`src/rtl/ast_pkg.sv`:
```
package ast_pkg;
   // {one_wire, zero_wire}
   typedef enum logic [1:0] {
      LINE_NULL = 2'b00,
      LINE_ZERO = 2'b01,
      LINE_ONE  = 2'b10
   } line_e;
endpackage

```
`src/rtl/ast_half_timer.sv`:
```
module ast_half_timer #(
   parameter int HALF_HI_CYC = 5,
   parameter int LO_RATIO    = 8
) (
   input  logic clk,
   input  logic rst_n,
   input  logic restart,
   input  logic run,
   input  logic rate_lo,
   output logic half_done
);
   localparam int MAX_HALF = HALF_HI_CYC * LO_RATIO;
   localparam int CNT_W    = (MAX_HALF > 1) ? $clog2(MAX_HALF) : 1;

   generate
      if (HALF_HI_CYC < 1) begin : g_bad_half
         $error("HALF_HI_CYC must be at least 1");
      end
      if (LO_RATIO < 1) begin : g_bad_ratio
         $error("LO_RATIO must be at least 1");
      end
   endgenerate

   logic [CNT_W-1:0] cnt_q;
   logic [CNT_W-1:0] limit;

   assign limit     = rate_lo ? CNT_W'(MAX_HALF - 1) : CNT_W'(HALF_HI_CYC - 1);
   assign half_done = run && (cnt_q == limit);

   always_ff @(posedge clk or negedge rst_n) begin
      if (!rst_n)          cnt_q <= '0;
      else if (restart)    cnt_q <= '0;
      else if (run)        cnt_q <= half_done ? '0 : cnt_q + 1'b1;
   end


   cnt_in_range_chk: assert property (@(posedge clk) disable iff (!rst_n)
      cnt_q <= CNT_W'(MAX_HALF - 1));
endmodule

```
`src/rtl/ast_sequencer.sv`:
```
module ast_sequencer #(
   parameter int WORD_W   = 32,
   parameter int GAP_BITS = 4
) (
   input  logic              clk,
   input  logic              rst_n,
   input  logic              load_hi,
   input  logic              load_lo,
   input  logic [WORD_W-1:0] load_word,
   input  logic              half_done,
   output logic              accept,
   output logic              busy,
   output logic              rate_lo,
   output logic              second_half,
   output logic              drive_en,
   output logic              drive_bit
);
   localparam int SLOTS = WORD_W + GAP_BITS;
   localparam int IDX_W = $clog2(SLOTS);
   localparam logic [IDX_W-1:0] LAST_SLOT = IDX_W'(SLOTS - 1);

   generate
      if (WORD_W < 2) begin : g_bad_width
         $error("WORD_W must be at least 2");
      end
      if (GAP_BITS < 1) begin : g_bad_gap
         $error("GAP_BITS must be at least 1");
      end
   endgenerate

   logic [WORD_W-1:0] sh_q;
   logic [IDX_W-1:0]  idx_q;
   logic              busy_q, rate_q, phase_q;

   assign accept      = (load_hi || load_lo) && !busy_q;
   assign busy        = busy_q;
   assign rate_lo     = rate_q;
   assign second_half = phase_q;
   assign drive_en    = busy_q && !phase_q && (idx_q < IDX_W'(WORD_W));
   assign drive_bit   = sh_q[0];

   always_ff @(posedge clk or negedge rst_n) begin
      if (!rst_n) begin
         sh_q    <= '0;
         idx_q   <= '0;
         busy_q  <= 1'b0;
         rate_q  <= 1'b0;
         phase_q <= 1'b0;
      end else if (accept) begin
         sh_q    <= load_word;
         idx_q   <= '0;
         busy_q  <= 1'b1;
         rate_q  <= !load_hi;
         phase_q <= 1'b0;
      end else if (busy_q && half_done) begin
         if (!phase_q) begin
            phase_q <= 1'b1;
         end else begin
            phase_q <= 1'b0;
            sh_q    <= sh_q >> 1;
            if (idx_q == LAST_SLOT) busy_q <= 1'b0;
            else                    idx_q  <= idx_q + 1'b1;
         end
      end
   end


   rate_held_chk: assert property (@(posedge clk) disable iff (!rst_n)
      busy_q |=> $stable(rate_q));


   busy_end_slot_chk: assert property (@(posedge clk) disable iff (!rst_n)
      $fell(busy_q) |-> $past(idx_q) == LAST_SLOT);


   idle_load_starts_chk: assert property (@(posedge clk) disable iff (!rst_n)
      ((load_hi || load_lo) && !busy_q) |=> (busy_q && !phase_q && idx_q == '0));
endmodule

```
`src/rtl/ast_loop_mux.sv`:
```
module ast_loop_mux #(
   parameter int NUM_CH = 8
) (
   input  logic              line_one,
   input  logic              line_zero,
   input  logic [NUM_CH-1:0] chan_ext_sel,
   input  logic [NUM_CH-1:0] ext_one,
   input  logic [NUM_CH-1:0] ext_zero,
   output logic [NUM_CH-1:0] rx_one,
   output logic [NUM_CH-1:0] rx_zero
);
   generate
      if (NUM_CH < 1) begin : g_bad_ch
         $error("NUM_CH must be at least 1");
      end
      for (genvar ch = 0; ch < NUM_CH; ch++) begin : g_ch
         assign rx_one[ch]  = chan_ext_sel[ch] ? ext_one[ch]  : line_one;
         assign rx_zero[ch] = chan_ext_sel[ch] ? ext_zero[ch] : line_zero;
      end
   endgenerate
endmodule

```
`src/rtl/arinc_selftest_tx.sv`:
```
module arinc_selftest_tx #(
   parameter int WORD_W      = 32,
   parameter int GAP_BITS    = 4,
   parameter int HALF_HI_CYC = 5,
   parameter int LO_RATIO    = 8,
   parameter int NUM_CH      = 8
) (
   input  logic              clk,
   input  logic              rst_n,
   input  logic              load_hi,
   input  logic              load_lo,
   input  logic [WORD_W-1:0] load_word,
   input  logic [NUM_CH-1:0] chan_ext_sel,
   input  logic [NUM_CH-1:0] ext_one,
   input  logic [NUM_CH-1:0] ext_zero,
   output logic              busy,
   output logic              tx_one,
   output logic              tx_zero,
   output logic [NUM_CH-1:0] rx_one,
   output logic [NUM_CH-1:0] rx_zero
);
   import ast_pkg::*;

   logic  accept, half_done, rate_lo, second_half, drive_en, drive_bit;
   line_e line;

   ast_half_timer #(.HALF_HI_CYC(HALF_HI_CYC), .LO_RATIO(LO_RATIO)) i_timer (
      .clk       (clk),
      .rst_n     (rst_n),
      .restart   (accept),
      .run       (busy),
      .rate_lo   (rate_lo),
      .half_done (half_done)
   );

   ast_sequencer #(.WORD_W(WORD_W), .GAP_BITS(GAP_BITS)) i_seq (
      .clk         (clk),
      .rst_n       (rst_n),
      .load_hi     (load_hi),
      .load_lo     (load_lo),
      .load_word   (load_word),
      .half_done   (half_done),
      .accept      (accept),
      .busy        (busy),
      .rate_lo     (rate_lo),
      .second_half (second_half),
      .drive_en    (drive_en),
      .drive_bit   (drive_bit)
   );

   always_comb begin
      if (!drive_en)      line = LINE_NULL;
      else if (drive_bit) line = LINE_ONE;
      else                line = LINE_ZERO;
   end

   assign {tx_one, tx_zero} = line;

   ast_loop_mux #(.NUM_CH(NUM_CH)) i_mux (
      .line_one     (tx_one),
      .line_zero    (tx_zero),
      .chan_ext_sel (chan_ext_sel),
      .ext_one      (ext_one),
      .ext_zero     (ext_zero),
      .rx_one       (rx_one),
      .rx_zero      (rx_zero)
   );


   no_both_high_chk: assert property (@(posedge clk) disable iff (!rst_n)
      !(tx_one && tx_zero));


   rz_second_half_chk: assert property (@(posedge clk) disable iff (!rst_n)
      second_half |-> (!tx_one && !tx_zero));


   idle_null_chk: assert property (@(posedge clk) disable iff (!rst_n)
      !busy |-> (!tx_one && !tx_zero));
endmodule

```
`config.mk`:
```
export PLATFORM = sky130hd
export DESIGN_NAME = arinc_selftest_tx
export DESIGN_NICKNAME = d
export VERILOG_FILES = /design/src/rtl/ast_pkg.sv /design/src/rtl/ast_half_timer.sv /design/src/rtl/ast_sequencer.sv /design/src/rtl/ast_loop_mux.sv /design/src/rtl/arinc_selftest_tx.sv
export SDC_FILE = /design/constraint.sdc
export NUM_CORES = 1
export LEC_CHECK = 0
export ABC_AREA = 1
export BUFFER_PORTS_ARGS = -buffer_cell sky130_fd_sc_hd__buf_2
export CORE_MARGIN = 2
export CORE_UTILIZATION = 30
export CTS_BUF_LIST = sky130_fd_sc_hd__clkbuf_4
export CTS_CLUSTER_DIAMETER = 30
export DETAILED_ROUTE_END_ITERATION = 8
export SLEW_MARGIN = 15
export SYNTH_ARGS = -nofsm -noshare
export SYNTH_HDL_FRONTEND = slang
export SYNTH_SLANG_ARGS = --single-unit
export TNS_END_PERCENT = 30
```
`constraint.sdc`:
```
create_clock -name clk -period 1.9 [get_ports clk]
set_clock_uncertainty 0.2 [all_clocks]
set_input_delay 0.285 -clock clk [delete_from_list [all_inputs] [get_ports clk]]
set_output_delay 0.285 -clock clk [all_outputs]
set_load 0.01 [all_outputs]
```
# --- After elaboration in Yosys (flattened, before gate mapping) ---
# Cells that the tools add are included.
totals:
  reg_bits: 47
  input_bits: 60
  out_inout_bits: 19
  word_cells: 64
classes:
  add_sub_neg: 2
  n_lt_le_gt_ge: 1
  eq_ne: 3
  muxes: 36
  n_reduce_logical: 16
ops:
  columns: ["op", "count"]
  rows:
  - ["$mux 32", 3]
  - ["$mux 6", 8]
  - ["$mux 1", 23]
  - ["$add 6x1->6 const B", 2]
  - ["$reduce_bool 2->1", 4]
  - ["$eq 6x6->1", 1]
  - ["$eq 6x6->1 const B", 1]
  - ["$lt 6x6->1 const B", 1]
  - ["$reduce_and 3->1", 2]
  - ["$logic_and 1x1->1", 5]
  - ["$mux 2", 2]
  - ["$logic_not 1->1", 3]
  - ["$ne 2x2->1 const B", 1]
  - ["$reduce_and 2->1", 1]
  - ["$logic_or 1x1->1", 1]

# --- Logic depth before layout (Yosys ltp) ---
# Gate-level depths: netlist of run 1.
depth:
  word_depth: 6
  ltp_mapped: 9
  ltp_nobuf: 8

# --- Hierarchy ---
# A second synthesis of run 1 with hierarchy kept.
hier_totals:
  cells_unflattened: 355
  hier_area_um2: 2600.0
modules_own_cells:
  columns: ["module", "n_inst", "cells_each", "area_per_inst_um2", "seq_area_each_um2"]
  rows:
  - ["ast_sequencer", 1, 239, 1960.6, 1026.0]
  - ["ast_half_timer", 1, 54, 401.6, 150.1]
  - ["ast_loop_mux", 1, 58, 220.2, 0.0]
  - ["arinc_selftest_tx", 1, 4, 17.5, 0.0]

# --- Worst setup path before layout of run 1 ---
# OpenSTA, ideal clock, no wires.
synth_timing:
  kind: "register -> output"
  startpoint: "register i_seq.busy_q, in the netlist i_seq.busy"
  endpoint: "output port rx_zero[0]"
  t_arrival_ns: 1.327
  t_required_ns: 1.415
  path_slack_ns: 0.088
  stages_incl_launch_ff: 7
  path_buffers: 0
  path_cell_list: "dfrtp_1 -> inv_2 -> nor2_1 -> nand2_1 -> nor2_1 -> inv_1 -> o21ai_0"
synth_via:
  elab_chain_len: 4
synth_lines:
  columns: ["item", "line_no", "text"]
  rows:
  - ["from (decl)", "ast_sequencer.sv:33", "logic busy_q, rate_q, phase_q;"]
  - ["from (signal assigned)", "ast_sequencer.sv:46", "busy_q <= 1'b0;"]
  - ["from (signal assigned)", "ast_sequencer.sv:52", "busy_q <= 1'b1;"]
  - ["from (signal assigned)", "ast_sequencer.sv:61", "if (idx_q == LAST_SLOT) busy_q <= 1'b0;"]
  - ["$logic_and 1x1->1 (2 in series)", "ast_sequencer.sv:39", "assign drive_en = busy_q && !phase_q && (idx_q < IDX_W'(WORD_W));"]
  - ["$mux 2", "arinc_selftest_tx.sv:52", "if (!drive_en) line = LINE_NULL;"]
  - ["named net tx_zero", "arinc_selftest_tx.sv:18", "output logic tx_zero,"]
  - ["$mux 1", "ast_loop_mux.sv:18", "assign rx_zero[ch] = chan_ext_sel[ch] ? ext_zero[ch] : line_zero;"]
  - ["to (decl)", "arinc_selftest_tx.sv:20", "output logic [NUM_CH-1:0] rx_zero"]
# The timed path passes the listed nets, and every way through them passes these cells.

# --- Worst setup path in the final report of run 1 ---
layout_timing:
  startpoint: "register i_seq.busy_q, in the netlist i_seq.busy"
  endpoint: "output port rx_zero[1]"
layout_via:
  elab_chain_len: 4
layout_lines:
  columns: ["item", "line_no"]
  rows:
  - ["$logic_and 1x1->1 (2 in series)", "ast_sequencer.sv:39"]
  - ["$mux 2", "arinc_selftest_tx.sv:52"]
  - ["$mux 1", "ast_loop_mux.sv:18"]
# No other way between the ends.

==> impl_metrics.json, run 1 <==
{
  "fin_crit_ns": 1.96,
  "crit_family": "flip-flops",
  "num_vias": 2653,
  "clk_latency_ns": 0.35,
  "grt_max_degree": 37,
  "io_pins": 79,
  "dp_hpwl_um": 4660,
  "die_area_um2": 9830,
  "area_growth_pct": 22.9,
  "tightest_slew_ns": 0.602,
  "timing.rr.start": "i_seq.busy",
  "path_clk_slew_ns": 0.14,
  "hp-class": "in2reg",
  "grt_antenna_before_repair": 0,
  "maxSlewHeadroom_pct": 59.8,
  "synthDominantCellAreaShare_pct": 43.3,
  "cpMostUsedCell": "nor2_4",
  "nets": 534,
  "slew_viol_final": 0,
  "holdPathEnd": "i_seq.sh_q[2]",
  "rsz0062_at_grt": "yes",
  "cp_num_buf_inv": 3,
  "overflow": 0,
  "yosys_warnings": 0,
  "die_h_um": 99.2,
  "place_congestion": 0.837,
  "ys_seq_area_share_pct": 43.3,
  "cts.path.max_buffers": 2,
  "r2r_slack_ns": 0.09,
  "grt_pass1_vias": 2421,
  "cts.sinks": 47,
  "synth.avg_cell_area_um2": 7.00,
  "routed_wl_um": 6630,
  "worstPathRequired_ns": 1.41,
  "finalNonFillerCells": 581,
  "cts-root-buf": "clkbuf_4",
  "synth.distinct_cells": 24,
  "dp_cells": 568,
  "drt_iter0_drc": 129,
  "final_cell_mix": "nand2_1, buf_2, nand3_1, dfrtp_1, nor2_1",
  "crit_path_max_incr_delay_ns": 0.38,
  "final_util_pct": 38.1,
  "wl_per_cell_um": 11.4,
  "reg2regPathDepth": 8,
  "cts_tree": "done",
  "crit_chain": "inv_2 > nor2_4 > nand2_2 > nor2_4 > inv_4 > o21ai_2 > buf_2",
  "maxCapViolations": 0,
  "grt_pass1_wl_um": 11100,
  "drt-pass1-iter-count": 4,
  "grt_usage_pct": 13.7,
  "violations": "negative setup slack",
  "final_layout_size_suffix_gt1_share_pct": 24.5,
  "synth_largest_area_cell": "dfrtp_1",
  "remaining_drc_errors": 0,
  "coreArea_um2": 8760,
  "htree_levels": 2,
  "end_kind": "primary output",
  "synth_area_um2": 2720,
  "worstPathArrival_ns": 1.48,
  "hold_viol": 0,
  "status": "finished with violations",
  "synthCells": 388,
  "syn_nets": 450,
  "p_per_area_nw_per_um2": 868,
  "setup_viol": 12,
  "crit_type": "reg2out",
  "layout_commonest_cell": "nand2_1",
  "period_share_pct": 103,
  "fmax_ghz": 0.510,
  "crit_slowest_cell": "dfrtp_1",
  "start_kind": "register",
  "leakage_nw": 1.94,
  "synth-seq-cells": 47,
  "layout_setup_ws_ns": -0.0619,
  "avgViaCountPerCell": 4.57,
  "hold_depth": 5,
  "antenna_left": 0,
  "dp_slack_ns": 0.0846,
  "start_util_pct": 31.0,
  "die_w_um": 99.2,
  "diodes": 0,
  "numPortBuffers": 78,
  "rr_endpoint": "i_seq.sh_q[1]",
  "netlist_top_cells_area": "dfrtp_1, nand2_1, nand3_1",
  "cts_made_buffers": 5,
  "hp-start": "load_word[2]",
  "row_count": 34,
  "timing.critical_path.fanout_max": 8,
  "ir_worst_vdd_mv": 0.283
}
timing repair:
| action | 4_1_cts | 5_1_grt |
|---|---|---|
| pin swaps | 0 | 4 |
| setup buffers | 1 | 2 |
| setup endpoints to repair | 17 | 47 |
| hold endpoints to repair | 17 | 0 |
| hold buffers | 2 | 0 |
| gates resized for setup | 11 | 11 |
worst register-to-register path, delay by kind of cell (launching register included):
kind	cells	cell delay [ns]
AOI/OAI and AO/OA	1	0.10
buffers and inverters	3	0.67
DFF	1	0.41
and+or+nand+nor	4	0.38
sequential cells by signal, summed over array words and instances (netlist names):
signal	flops
i_seq.idx_q	6
i_seq.busy	1
i_seq.second_half	1
i_seq.sh_q	32
i_timer.cnt_q	6
i_seq.rate_lo	1
power breakdown:
part	internal, mW	total (mW)	switching [mW]
registers	1.14	1.28	0.145
logic	0.432	1.13	0.701
clock network	0.174	0.487	0.313
total	1.74	2.90	1.16
kinds of logic (layout without fill, tap and decap cells):
group	Yosys count	after routing	share of synthesized area, %
AOI/OAI and AO/OA	23	23	4.79
adders and majority gates	2	2	0.921
DFF	47	47	43.3
buffers and inverters	33	118	7.32
and+or+nand+nor	277	277	41.7
xor gates and xnor gates	6	6	1.93
cell type report:
class	count	area, um2
Clock buffer	7	52.6
Multi-Input combinational cell	308	1380
Fill cell	930	5420
Timing Repair Buffer	94	528
Tap cell	108	135
Inverter	16	62.6
Clock inverter	1	5.00
Sequential cell	47	1180
synthesized netlist by cell type:
| master | count |
|---|---|
| nand4_1 | 2 |
| ha_1 | 2 |
| nand3_1 | 48 |
| nor2_1 | 20 |
| o21ai_2 | 1 |
| xnor2_1 | 1 |
| a21oi_1 | 2 |
| nand3b_1 | 1 |
| o21ai_4 | 1 |
| inv_1 | 14 |
| nor3_1 | 1 |
| o21ai_0 | 19 |
| xor2_1 | 5 |
| nand2_4 | 2 |
| nand2_2 | 1 |
| buf_2 | 3 |
| nand3_2 | 1 |
| nand2_1 | 201 |
| inv_2 | 2 |
| dfrtp_1 | 47 |
| buf_4 | 3 |
| clkbuf_1 | 2 |
| buf_6 | 8 |
| buf_1 | 1 |
layer usage:
layer | global-route usage, % | up-vias | wire length [um]
li1 | - | 1383 | -
met1 | 19.0 | 1181 | 3190
met2 | 22.5 | 84 | 2970
met3 | 2.60 | 5 | 421
met4 | 2.53 | 0 | 46
met5 | 0 | - | 0
per-stage QoR:
step           area, um2  TNS, ns  hold WS (ns)  total power, mW
2_1_floorplan       2720        0        -0.211             2.00
3_3_place_gp        3200        0        0.0481             2.34
3_5_place_dp        3200        0        0.0471             2.36
4_1_cts             3310   -0.644        0.0286             2.90
5_1_grt             3340    -4.63        0.0362             3.15
6_report            3340   -0.240        0.0456             2.90
worst max path at each step:
stage / startpoint / endpoint / slack, ns / cells after the start
floorplan: i_seq.busy / rx_zero[0] / 0.09 / 6
global placement: i_timer.cnt_q[3] / i_seq.sh_q[3] / 0.13 / 8
detailed placement: i_seq.busy / rx_zero[1] / 0.08 / 7
CTS: i_seq.second_half / rx_zero[1] / -0.07 / 6
global route: i_seq.busy / rx_zero[1] / -0.21 / 7
finish: i_seq.busy / rx_zero[1] / -0.06 / 7
No activity file was read; power rests on OpenSTA's default activity.
==> inputs of run 2 (changes only) <==
- CTS_BUF_LIST: sky130_fd_sc_hd__clkbuf_4 -> sky130_fd_sc_hd__clkbuf_4 sky130_fd_sc_hd__clkbuf_8
- RECOVER_POWER: not set -> 100
==> impl_metrics.json, run 2 (same netlist as run 1, synthesis figures left out) <==
{
  "status": "complete, no violations",
  "place_congestion": 0.837,
  "num_vias": 2685,
  "die_area_um2": 9830,
  "crit_type": "reg2out",
  "final_util_pct": 38.2,
  "layout_commonest_cell": "nand2_1",
  "start_util_pct": 31.0,
  "rsz0062_at_grt": "yes",
  "grt_usage_pct": 13.7,
  "rr_endpoint": "i_seq.sh_q[1]",
  "worstPathArrival_ns": 1.41,
  "grt_antenna_before_repair": 0,
  "drt-pass1-iter-count": 4,
  "nets": 533,
  "die_w_um": 99.2,
  "leakage_nw": 1.94,
  "power_mw": 3.03,
  "maxSlewHeadroom_pct": 35.2,
  "numPortBuffers": 78,
  "hold_depth": 3,
  "cp-endpoint": "rx_zero[1]",
  "timing.critical_path.fanout_max": 8,
  "setup_viol": 0,
  "largestRegisters": "i_seq.sh_q: 32 flops, i_seq.idx_q: 6 flops, i_timer.cnt_q: 6 flops",
  "r2r_slack_ns": 0.10,
  "overflow": 0,
  "start_kind": "register",
  "io_pins": 79,
  "final_layout_size_suffix_gt1_share_pct": 24.4,
  "die_h_um": 99.2,
  "ir_worst_vdd_mv": 0.289,
  "area_growth_pct": 23.4,
  "clk_latency_ns": 0.30,
  "tightest_slew_ns": 0.972,
  "reg2regPathDepth": 8,
  "fmax_ghz": 0.529,
  "grt_pass1_vias": 2420,
  "cts_made_buffers": 5,
  "timing.rr.start": "i_seq.busy",
  "grt_max_degree": 37,
  "placed_cell_area_um2": 3200,
  "dp_hpwl_um": 4660,
  "crit_path_start": "i_seq.busy",
  "top_register": "i_seq.sh_q",
  "period_share_pct": 99.5,
  "remaining_drc_errors": 0,
  "drt_iter0_drc": 133,
  "cts.path.max_buffers": 2,
  "path_clk_slew_ns": 0.09,
  "dp_cells": 568,
  "final_cell_mix": "nand2_1, buf_2, nand3_1, dfrtp_1, nor2_1",
  "coreArea_um2": 8760,
  "cts.sinks": 47,
  "diodes": 0,
  "grt_pass1_wl_um": 11100,
  "design_area_um2": 3350,
  "cts_tree": "done",
  "p_per_area_nw_per_um2": 903,
  "cts-root-buf": "clkbuf_8",
  "antenna_left": 0,
  "hold_viol": 0,
  "whs_ns": 0.00695,
  "end_kind": "primary output",
  "largest_register_ffs": 32,
  "wl_per_cell_um": 11.5,
  "routed_wl_um": 6670,
  "fin_crit_ns": 1.89,
  "worstPathRequired_ns": 1.41,
  "avgViaCountPerCell": 4.63,
  "slew_viol_final": 0,
  "hp-class": "in2reg",
  "row_count": 34,
  "finalNonFillerCells": 580,
  "maxCapViolations": 0,
  "htree_levels": 2
}
-- run 2: cell count changes in the layout (fill, tap and decap cells not counted) --
cell	previous run	this run
buf_2	78	77
clkbuf_8	0	5
clkbuf_4	7	2
buf_6	0	1
buf_12	1	0
clkbuf_1	0	1
dlygate4sd3_1	2	1
-- run 2: worst min-delay path by stage --
stage | from | to
detailed placement | rst_n | i_seq.sh_q[27]
global route | load_word[31] | i_seq.sh_q[31]
global placement | rst_n | i_seq.sh_q[27]
floorplan | rst_n | i_seq.busy
finish | load_word[31] | i_seq.sh_q[31]
CTS | load_word[31] | i_seq.sh_q[31]
-- run 2: per-stage QoR --
| stage | setup TNS (ns) | worst slack (ns) |
|---|---|---|
| 6_report | 0 | 0.00906 |
| 3_5_place_dp | 0 | 0.0846 |
| 3_3_place_gp | 0 | 0.126 |
| 5_1_grt | -2.58 | -0.116 |
| 2_1_floorplan | 0 | 0.0878 |
| 4_1_cts | 0 | 0.00212 |
-- run 2: worst max-delay path, stage by stage (launching register included) --
cell	delay, ns
dfrtp_1	0.37
inv_2	0.06
nor2_4	0.12
nand2_2	0.07
nor2_4	0.13
inv_4	0.07
o21ai_2	0.15
buf_2	0.15
-- run 2: final cells by class --
type                       instances  area (um2)
fill                             932        5410
multi-input combinational        308        1380
clock buffer                       7        83.8
timing repair buffer              93         508
tap                              108         135
clock inverter                     1        5.00
sequential                        47        1180
inverter                          16        62.6
-- run 2: per-layer routing --
layer  track usage, %  vias to the layer above  part of all wire, %
met3             2.60                        6                  6.6
met5                0                        -                    0
met2             22.6                       96                   45
met1             18.7                     1204                   47
li1                 -                     1379                    -
met4             2.85                        0                 0.76
-- run 2: what timing repair did --
| item | CTS | global route |
|---|---|---|
| hold buffers | 1 | 0 |
| resized for setup | 10 | 12 |
| hold endpoints to repair | 16 | 0 |
| pin swaps | 0 | 4 |
| setup buffers | 1 | 2 |
| endpoints found under the setup margin | 17 | 37 |
-- run 2: report_power, final --
part / internal [mW] / leakage (nW) / switching (mW)
clock network: 0.288 / 0.0491 / 0.331
registers: 1.14 / 0.629 / 0.144
logic: 0.428 / 1.26 / 0.700
total: 1.85 / 1.94 / 1.17
